$ cat config.mk
export PLATFORM = sky130hd
export DESIGN_NAME = prio_nest_intc
export DESIGN_NICKNAME = d
export VERILOG_FILES = /design/src/rtl/intc_pkg.sv /design/src/rtl/intc_arbiter.sv /design/src/rtl/intc_datapath.sv /design/src/rtl/intc_control.sv /design/src/rtl/prio_nest_intc.sv
export SDC_FILE = /design/constraint.sdc
export NUM_CORES = 1
export LEC_CHECK = 0
export BUFFER_PORTS_ARGS = -buffer_cell sky130_fd_sc_hd__buf_2
export CAP_MARGIN = 40
export CORE_MARGIN = 10
export CORE_UTILIZATION = 55
export DETAILED_ROUTE_END_ITERATION = 8
export GPL_ROUTABILITY_DRIVEN = 0
export HOLD_SLACK_MARGIN = 0.1
export PLACE_DENSITY = 0.75
export SKIP_CTS_REPAIR_TIMING = 1
export SYNTH_ARGS = -nofsm -noshare
export SYNTH_HDL_FRONTEND = slang
export SYNTH_SLANG_ARGS = --single-unit
export TNS_END_PERCENT = 20
$ cat constraint.sdc
create_clock -name clk -period 28 [get_ports clk]
set_input_delay 5.6 -clock clk [delete_from_list [all_inputs] [get_ports clk]]
set_output_delay 5.6 -clock clk [all_outputs]
set_load 0.05 [all_outputs]
$ cat src/rtl/intc_pkg.sv
package intc_pkg;
  localparam int ADDR_EN_SET   = 0;
  localparam int ADDR_EN_CLR   = 1;
  localparam int ADDR_PEND_SET = 2;
  localparam int ADDR_PEND_CLR = 3;
  localparam int ADDR_ACTIVE   = 4;
  localparam int ADDR_GROUP    = 5;
  localparam int ADDR_BASE     = 6;
  localparam int PRIO_BASE     = 16;

  typedef struct packed {
    logic take;
    logic pop;
  } ctrl_strobe_t;
endpackage

$ cat src/rtl/intc_arbiter.sv
module intc_arbiter #(
  parameter int N = 16,
  parameter int VAL_W = 4,
  localparam int IDX_W = $clog2(N)
) (
  input  logic [N-1:0]       cand,
  input  logic [N*VAL_W-1:0] vals,
  output logic               found,
  output logic [IDX_W-1:0]   idx,
  output logic [VAL_W-1:0]   val
);
  // lowest value wins; scanning upward with a strict compare keeps the lower index on ties
  always_comb begin
    found = 1'b0;
    idx   = '0;
    val   = '0;
    for (int i = 0; i < N; i++) begin
      if (cand[i] && (!found || vals[i*VAL_W +: VAL_W] < val)) begin
        found = 1'b1;
        idx   = IDX_W'(i);
        val   = vals[i*VAL_W +: VAL_W];
      end
    end
  end
endmodule

$ cat src/rtl/intc_datapath.sv
module intc_datapath
  import intc_pkg::*;
#(
  parameter int N = 16,
  parameter int PRIO_W = 4,
  parameter int ADDR_W = 32,
  parameter int DATA_W = 32,
  parameter int RA_W = 5,
  localparam int IDX_W = $clog2(N),
  localparam int GW = $clog2(PRIO_W + 1),
  localparam int CNT_W = $clog2(N + 1)
) (
  input  logic               clk,
  input  logic               rstN,
  input  logic [N-1:0]       irqReq,
  input  logic               regWe,
  input  logic [RA_W-1:0]    regAddr,
  input  logic [DATA_W-1:0]  regWdata,
  output logic [DATA_W-1:0]  regRdata,
  input  ctrl_strobe_t       strobe,
  input  logic [IDX_W-1:0]   takeNum,
  output logic               pendFound,
  output logic [IDX_W-1:0]   pendIdx,
  output logic [PRIO_W-1:0]  pendPre,
  output logic               actFound,
  output logic [PRIO_W-1:0]  actPre,
  output logic               stackEmpty,
  output logic [ADDR_W-1:0]  tableBase
);
  logic [N-1:0] enMask, pendMask, actMask, irqPrev;
  logic [GW-1:0] grp;
  logic [PRIO_W-1:0] prioArr [N];
  logic [N*PRIO_W-1:0] prioFlat, preFlat;
  logic [IDX_W-1:0] stk [N];
  logic [CNT_W-1:0] depth;
  logic [IDX_W-1:0] topSlot, topIdx, pushSlot, actIdx;
  logic [N-1:0] lineWord, takeBit, popBit, actAfterPop, riseMask;
  logic [PRIO_W-1:0] pendPrio;
  logic wrEnSet, wrEnClr, wrPendSet, wrPendClr, wrGroup, wrBase;

  assign wrEnSet   = regWe && regAddr == RA_W'(ADDR_EN_SET);
  assign wrEnClr   = regWe && regAddr == RA_W'(ADDR_EN_CLR);
  assign wrPendSet = regWe && regAddr == RA_W'(ADDR_PEND_SET);
  assign wrPendClr = regWe && regAddr == RA_W'(ADDR_PEND_CLR);
  assign wrGroup   = regWe && regAddr == RA_W'(ADDR_GROUP);
  assign wrBase    = regWe && regAddr == RA_W'(ADDR_BASE);

  assign lineWord = regWdata[N-1:0];
  assign riseMask = irqReq & ~irqPrev;
  assign takeBit  = strobe.take ? (N'(1) << takeNum) : '0;
  assign topSlot  = IDX_W'(depth - CNT_W'(1));
  assign topIdx   = stk[topSlot];
  assign pushSlot = strobe.pop ? topSlot : IDX_W'(depth);
  assign popBit   = strobe.pop ? (N'(1) << topIdx) : '0;
  assign actAfterPop = actMask & ~popBit;
  assign stackEmpty  = depth == '0;

  always_ff @(posedge clk or negedge rstN) begin
    if (!rstN) begin
      enMask    <= '0;
      pendMask  <= '0;
      actMask   <= '0;
      irqPrev   <= '0;
      grp       <= GW'(PRIO_W);
      tableBase <= '0;
    end else begin
      irqPrev <= irqReq;
      if (wrEnSet) enMask <= enMask | lineWord;
      else if (wrEnClr) enMask <= enMask & ~lineWord;
      pendMask <= (pendMask & ~(wrPendClr ? lineWord : '0) & ~takeBit)
                | riseMask | (wrPendSet ? lineWord : '0);
      actMask <= actAfterPop | takeBit;
      if (wrGroup) begin
        if (regWdata > DATA_W'(PRIO_W)) grp <= GW'(PRIO_W);
        else grp <= GW'(regWdata);
      end
      if (wrBase) tableBase <= regWdata[ADDR_W-1:0];
    end
  end

  // activation order, so a done strobe retires the newest handler
  always_ff @(posedge clk or negedge rstN) begin
    if (!rstN) depth <= '0;
    else if (strobe.take && !strobe.pop) depth <= depth + CNT_W'(1);
    else if (strobe.pop && !strobe.take) depth <= depth - CNT_W'(1);
  end

  always_ff @(posedge clk) begin
    if (strobe.take) stk[pushSlot] <= takeNum;
  end

  for (genvar i = 0; i < N; i++) begin : g_line
    always_ff @(posedge clk or negedge rstN) begin
      if (!rstN) prioArr[i] <= '0;
      else if (regWe && int'(regAddr) == PRIO_BASE + i) prioArr[i] <= regWdata[PRIO_W-1:0];
    end
    assign prioFlat[i*PRIO_W +: PRIO_W] = prioArr[i];
    assign preFlat[i*PRIO_W +: PRIO_W]  = prioArr[i] >> (PRIO_W - int'(grp));
  end

  intc_arbiter #(.N(N), .VAL_W(PRIO_W)) u_pendArb (
    .cand (pendMask & enMask & ~actMask),
    .vals (prioFlat),
    .found(pendFound),
    .idx  (pendIdx),
    .val  (pendPrio)
  );

  intc_arbiter #(.N(N), .VAL_W(PRIO_W)) u_actArb (
    .cand (actAfterPop),
    .vals (preFlat),
    .found(actFound),
    .idx  (actIdx),
    .val  (actPre)
  );

  assign pendPre = pendPrio >> (PRIO_W - int'(grp));

  always_comb begin
    regRdata = '0;
    case (regAddr)
      RA_W'(ADDR_EN_SET), RA_W'(ADDR_EN_CLR):     regRdata = DATA_W'(enMask);
      RA_W'(ADDR_PEND_SET), RA_W'(ADDR_PEND_CLR): regRdata = DATA_W'(pendMask);
      RA_W'(ADDR_ACTIVE): regRdata = DATA_W'(actMask);
      RA_W'(ADDR_GROUP):  regRdata = DATA_W'(grp);
      RA_W'(ADDR_BASE):   regRdata = DATA_W'(tableBase);
      default: begin
        if (int'(regAddr) >= PRIO_BASE && int'(regAddr) < PRIO_BASE + N)
          regRdata = DATA_W'(prioArr[IDX_W'(int'(regAddr) - PRIO_BASE)]);
      end
    endcase
  end

  // the control only takes a line that is pending, enabled and idle
  a_r4_take_eligible: assert property (@(posedge clk) disable iff (!rstN)
    strobe.take |-> (pendMask[takeNum] && enMask[takeNum] && !actMask[takeNum]));

  // a take leaves the line active
  a_r5_take_activates: assert property (@(posedge clk) disable iff (!rstN)
    strobe.take |=> actMask[$past(takeNum)]);

  // nesting can never exceed one entry per line
  a_r6_no_overflow: assert property (@(posedge clk) disable iff (!rstN)
    (strobe.take && !strobe.pop) |-> depth < CNT_W'(N));

  // the retired entry is an active line
  a_r7_pop_active: assert property (@(posedge clk) disable iff (!rstN)
    strobe.pop |-> actMask[topIdx]);

  // running level comes from a line still active after the retirement
  a_r7_run_from_active: assert property (@(posedge clk) disable iff (!rstN)
    actFound |-> actAfterPop[actIdx]);
endmodule

$ cat src/rtl/intc_control.sv
module intc_control
  import intc_pkg::*;
#(
  parameter int N = 16,
  parameter int PRIO_W = 4,
  parameter int ADDR_W = 32,
  localparam int IDX_W = $clog2(N)
) (
  input  logic              clk,
  input  logic              rstN,
  input  logic              pendFound,
  input  logic [IDX_W-1:0]  pendIdx,
  input  logic [PRIO_W-1:0] pendPre,
  input  logic              actFound,
  input  logic [PRIO_W-1:0] actPre,
  input  logic              stackEmpty,
  input  logic [ADDR_W-1:0] tableBase,
  input  logic              vecAck,
  input  logic              handlerDone,
  output ctrl_strobe_t      strobe,
  output logic [IDX_W-1:0]  takeNum,
  output logic              vecValid,
  output logic [IDX_W-1:0]  vecNum,
  output logic [ADDR_W-1:0] vecAddr
);
  always_comb begin
    strobe.pop  = handlerDone && !stackEmpty;
    strobe.take = !vecValid && pendFound && (!actFound || pendPre < actPre);
    takeNum     = pendIdx;
  end

  always_ff @(posedge clk or negedge rstN) begin
    if (!rstN) begin
      vecValid <= 1'b0;
      vecNum   <= '0;
      vecAddr  <= '0;
    end else if (strobe.take) begin
      vecValid <= 1'b1;
      vecNum   <= pendIdx;
      vecAddr  <= tableBase + (ADDR_W'(pendIdx) << 2);
    end else if (vecAck) begin
      vecValid <= 1'b0;
    end
  end

  // the presented vector is held until acknowledged
  a_r5_hold_until_ack: assert property (@(posedge clk) disable iff (!rstN)
    (vecValid && !vecAck) |=> (vecValid && $stable(vecNum) && $stable(vecAddr)));

  // vector is word aligned relative to the base at take time
  a_r5_addr_offset: assert property (@(posedge clk) disable iff (!rstN)
    strobe.take |=> (vecAddr - $past(tableBase)) == (ADDR_W'(vecNum) << 2));
endmodule

$ cat src/rtl/prio_nest_intc.sv
module prio_nest_intc
  import intc_pkg::*;
#(
  parameter int NUM_LINES = 16,
  parameter int PRIO_W = 4,
  parameter int ADDR_W = 32,
  parameter int DATA_W = 32,
  localparam int IDX_W = $clog2(NUM_LINES),
  localparam int RA_W = $clog2(PRIO_BASE + NUM_LINES)
) (
  input  logic                 clk,
  input  logic                 rstN,
  input  logic [NUM_LINES-1:0] irqReq,
  input  logic                 regWe,
  input  logic [RA_W-1:0]      regAddr,
  input  logic [DATA_W-1:0]    regWdata,
  output logic [DATA_W-1:0]    regRdata,
  output logic                 vecValid,
  output logic [IDX_W-1:0]     vecNum,
  output logic [ADDR_W-1:0]    vecAddr,
  input  logic                 vecAck,
  input  logic                 handlerDone
);
  ctrl_strobe_t strobe;
  logic [IDX_W-1:0] takeNum, pendIdx;
  logic [PRIO_W-1:0] pendPre, actPre;
  logic pendFound, actFound, stackEmpty;
  logic [ADDR_W-1:0] tableBase;

  intc_datapath #(.N(NUM_LINES), .PRIO_W(PRIO_W), .ADDR_W(ADDR_W),
                  .DATA_W(DATA_W), .RA_W(RA_W)) u_dp (
    .clk, .rstN, .irqReq, .regWe, .regAddr, .regWdata, .regRdata,
    .strobe, .takeNum, .pendFound, .pendIdx, .pendPre,
    .actFound, .actPre, .stackEmpty, .tableBase
  );

  intc_control #(.N(NUM_LINES), .PRIO_W(PRIO_W), .ADDR_W(ADDR_W)) u_ctl (
    .clk, .rstN, .pendFound, .pendIdx, .pendPre, .actFound, .actPre,
    .stackEmpty, .tableBase, .vecAck, .handlerDone,
    .strobe, .takeNum, .vecValid, .vecNum, .vecAddr
  );
endmodule

; After elaboration in Yosys (flattened, before gate mapping)
; Memories as Yosys holds them, arrays and structs flattened.
; Cells that the tools add are included.
[word_totals]
ff_bits = 205
latchBits = 0
mem_bits_rw = 64
romBits = 0
inputBits = 58
elab_cells = 353
n_memories = 1
[memory_table]
columns = memory, depth, width, read_ports, rd_clocked_by_memory_dff, wr, line_no
row1 = u_dp.stk, 16, 4, 1, 0, 1, intc_datapath.sv:34  ; logic [IDX_W-1:0] stk [N];
[classes]
n_addsub = 5
multipliers = 0
div = 0
n_lt_le_gt_ge = 34
n_eq_ne = 22
shifts = 19
n_mux = 98
bitwise_logic = 18
reduce_logical = 130
[op_table]
columns = cell, n
row1 = >> shifter 4 x 32 -> 4 bit, 17
row2 = two-way mux 4 bit, 50
row3 = case mux 32 bit (5 select lines), 1
row4 = < comparator 4 bit, 31
row5 = AND 16 bit, 7
row6 = two-way mux 16 bit, 6
row7 = NOT 16 bit, 6
row8 = bitwise OR 16 bit, 4
row9 = logical AND 1 bit, 57
row10 = == test 5 bit (second input constant), 8
row11 = two-way mux 1 bit, 37
row12 = zero test 1 bit, 35
row13 = adder 32 x 6 -> 32 bit, 1
row14 = > comparator 32 x 3 -> 1 bit (second input constant), 1
row15 = << shifter 1 x 4 -> 16 bit (first input constant), 2
row16 = logical OR 1 bit, 31
row17 = == test 5 x 3 -> 1 bit (second input constant), 5
row18 = == test 5 x 4 -> 1 bit (second input constant), 4
row19 = binary-select mux 4 bit (select 4 bit), 1
row20 = == test 5 x 2 -> 1 bit (second input constant), 3
row21 = == test 5 x 1 -> 1 bit (second input constant), 2
row22 = zero test 5 bit, 2
row23 = two-way mux 5 bit, 2
row24 = nonzero test 2 bit, 3
row25 = 9 further kinds, 10

; Depth between registers and ports, before layout
[depth]
word_depth = 75
mapped_depth = 145
mapped_depth_nobuf = 138

; By module
; A second synthesis with hierarchy kept.
[hier_totals]
hier_cells = 2384
hier_area_um2 = 21794.7
[modules_own_cells]
columns = module, n_inst, cells_each, area_per_inst_um2, seq_area_each_um2
row1 = intc_datapath, 1, 1038, 12144.1, 6127.1
row2 = intc_arbiter (u_dp.u_pendArb), 1, 547, 3784.9, 0.0
row3 = intc_arbiter (u_dp.u_actArb), 1, 548, 3698.5, 0.0
row4 = intc_control, 1, 251, 2167.1, 925.9

; Worst setup path after synthesis
; OpenSTA, ideal clock, no wires.
[synth_timing]
path_type = input to register
startpoint = in handlerDone
endpoint = reg u_dp.depth[3]
setup_ns = 0.079
arrival_time_ns = 30.331
required_ns = 27.921
setup_slack_ns = -2.410
path_stages = 123
path_cell_list = and2_1 > buf_2 > clkinv_1 > a2111oi_0 > o21bai_1 > buf_2 > o31ai_1 > or3_1 > ha_1 > o21a_1 > o21ai_0 > a31oi_1 > or2_2 > a21oi_1 > mux2_2 > ha_1 > a211oi_1 > o221ai_1 > [87 not listed] > inv_1 > a31oi_1 > o21ai_0 > nand2_1 > mux2_2 > ha_1 > o21a_1 > o21a_1 > o22ai_1 > a32oi_4 > buf_6 > buf_6 > buf_4 > inv_2 > ha_1 > or4_1 > a21oi_1 > xor2_1
[synth_rtl]
columns = item, line_no
row1 = from (decl), prio_nest_intc.sv:22  ; input logic handlerDone
row2 = to (signal assigned), intc_datapath.sv:84  ; else if (strobe.take && !strobe.pop) depth <= depth + CNT_W'(1);
row3 = to (signal assigned), intc_datapath.sv:85  ; else if (strobe.pop && !strobe.take) depth <= depth - CNT_W'(1);
row4 = to (decl), intc_datapath.sv:35  ; logic [CNT_W-1:0] depth;

==> results.md <==
- Status: complete, but fails checks
- Failing checks: negative setup slack
- Final Max Tran Viols: 0
- First-pass GRT wire length: 96.4 mm
- WP data required: about 28 ns
- Largest net degree at the start of global routing: 77
- Cell variety after synth: 116
- Crit path DAT: ~29 ns
- TritonCTS Buffers: 28
- Synth top area share: 0.266
- Skew final: about 0.018 ns
- Syn Area/Cell: 9.48 um^2
- YS warnings: 0
- Max cap viols: 0
- CTS tree: built
- Slowest-stage cell, CP: a32oi_4
- Final count of negative-setup-slack endpoints: roughly 90
- Final Cell Area: 23600 um^2
- # rows: a little under 70
- Dpl hpwl: around 46 mm
- M1 GR Usage: 0.363
- RSZ-0062 raised after global routing: true
- Antenna violations before repair: 6
- GRT busiest layer: met2
- Worst-path clk slew: about 0.06 ns
- Final std cells w/o fill: around 2.8k
- Min Clock Period, post-route: 28.30 ns
- Startpoint types: primary input
- Overall Global Routing Usage: 0.279
- Top Ports: 127
- Post-Place Worst Slack: -1.20 ns
- Layout cells sized above 1: 0.308
- Max Buffers Root-to-Sink: 3
- GRT Residual Overflow: 0
- CTS Sinks: around 270
- EDFF count, synth: 64
- Remaining antenna violation count: 0
- Worst setup EP type: flip-flop
- Core Region: 34500 um^2
- Die Width: 207 um
- DIE HEIGHT: between 200 and 250 um
- Area grow syn2layout: 23.2%
- Commonest non-fill, non-tap cell in the layout: nand2_1
- Vias per cell: 6.50
- Fin. Hold Viols: 0
- Top delay family on crit path: compound AO/OA/AOI/OAI gates
- Post-synthesis sequential area ratio: 0.368
- GRT met3 Usage: 0.0515
- Most frequent cells in the layout: nand2_1 (216), dfrtp_1 (204), buf_4 (170)
- Largest area contributor in the synthesized netlist: dfrtp_1
- Dpl cell area: roughly 22000 um^2
- Drt initial violations: about 2.1k
- Netlist Area Pre-Place: 19200 um^2
- Total wire length: around 62 mm
- Crit-path max cell delay: 0.49 ns
- Inst Count DP: 2687
- Ys flop type: dfrtp_1
- Fraction of registers with async set or reset after synthesis: 0.762
- Most used cell, CP: ha_4
- DR WL/cell: 22.4 um
- Clk_lat worst skew: 0.55 ns
- Post-Syn Nets: approximately 2.2k
- Worst-path fanout max: 8
- DRC Markers: 0
- Vias in the first global route: roughly 18k
- Max-Slew Margin vs Limit: 0.325
- DRT Pass-1 Iters: 6
- Worst path bufs/invs: 11
- PnR worst setup slack: -0.297 ns
- Port Buffers: 126
- Fmax: between 30 and 40 MHz
- Fin crit share: 1.01
- Die area: roughly 43000 um^2
- Met2 Track Usage GR: 0.458
- CP Class: primary input to flip-flop
- Cell count after synthesis: between 2k and 2.5k
- Nets: 2443
- Register bit count reported by yosys: about 270
- Vias: ~18k
- Clk Tree Root Cell: clkbuf_16
- Initial Util: 0.557
- Area contributors post-synth: dfrtp_1 (27%), edfxtp_1 (10%), ha_1 (6.1%), mux2_2 (5.8%), nand2_1 (4.4%)
- Min-Delay Path Class: flip-flop to flip-flop
- Worst-margin pin slew: a little over 1 ns
- H-Tree Depth: 1
[tightest hold or removal path: cells and delay by family (launching register included)]
family | cells | cell delay, ns
compound gates | 1 | 0.06
flops | 1 | 0.34
simple gates | 1 | 0.05
[logic make-up after synthesis]
family | after synthesis | share of synthesized area
buffers and inverters | 181 | 0.0384
AND/OR/NAND/NOR | 640 | 0.166
adder cells (fa/ha/maj) | 97 | 0.0633
multiplexers | 198 | 0.133
XOR/XNOR | 35 | 0.0164
flip-flops | 269 | 0.368
AO/OA/AOI/OAI | 604 | 0.215
[cell type report]
type / instances / area, um^2
Fill cell: 2556 / 10800
Antenna cell: 6 / 15.0
Multi-Input combinational cell: 1574 / 12400
Inverter: 99 / 384
Timing Repair Buffer: 319 / 2200
Clock buffer: 44 / 870
Clock inverter: 8 / 146
Sequential cell: 269 / 7050
Tap cell: 455 / 569
[worst paths after layout]
kind / start / end / slack [ns] / depth (start not counted)
max: handlerDone / u_dp.depth[3] / -0.30 / 119
min: u_ctl.vecAddr[25] / u_ctl.vecAddr[25] / 0.48 / 2
max reg2reg: u_dp.actMask[0] / u_dp.depth[3] / 0.89 / 122
min reg2reg: u_ctl.vecAddr[25] / u_ctl.vecAddr[25] / 0.48 / 2
max in group asynchronous: rstN / u_dp.prioArr[40] / 21.98 / 3
min in group asynchronous: rstN / u_ctl.vecAddr[19] / 5.00 / 1
[state kept, by name, summed over array words and instances, names as in the netlist, named ones only]
name,count
u_dp.pendMask,16
u_ctl.vecValid,1
u_ctl.vecNum,4
u_dp.actMask,16
u_dp.depth,5
u_dp.grp,3
u_dp.irqPrev,16
u_dp.prioArr,64
u_dp.stk,64
u_dp.tableBase,32
u_ctl.vecAddr,32
[routing by layer]
| metal | vias to the layer above | routed length (um) |
|---|---|---|
| li1 | 8124 | - |
| met1 | 8815 | 25000 |
| met2 | 932 | 29400 |
| met3 | 153 | 5240 |
| met4 | 2 | 2520 |
| met5 | - | 13 |
[synth_stat cells, types with 18 or more instances]
master and instances:
and2_1 44, a31oi_1 33, o21a_1 21, dfrtp_1 204, clkbuf_1 56, o31ai_1 21
o21ai_1 33, nand2_1 227, o21ai_0 124, a22oi_1 51, edfxtp_1 64, inv_1 97
and3_1 21, a21o_1 32, mux2i_1 57, mux4_2 35, nor3_1 27, ha_1 93
a21oi_1 109, or2_2 26, xor2_1 26, nand3_1 36, or3_1 18, nor2_1 115
mux2_2 98, nor2b_1 32
[per-stage QoR]
| step | TNS, ns | util | hold slack, ns |
|---|---|---|---|
| final | -13.88 | 0.686 | 0.483 |
| after global placement | -11.03 | 0.628 | 0.450 |
| after CTS | -77.77 | 0.661 | 0.486 |
| after floorplan | -13.12 | - | 0.435 |
| after detailed placement | -137.27 | 0.632 | 0.473 |
| after global routing | -146.74 | 0.686 | 0.503 |
Power is left out: the tool's default activity adds up to more than one toggle a clock period on the data nets, which glitch-free logic cannot reach.
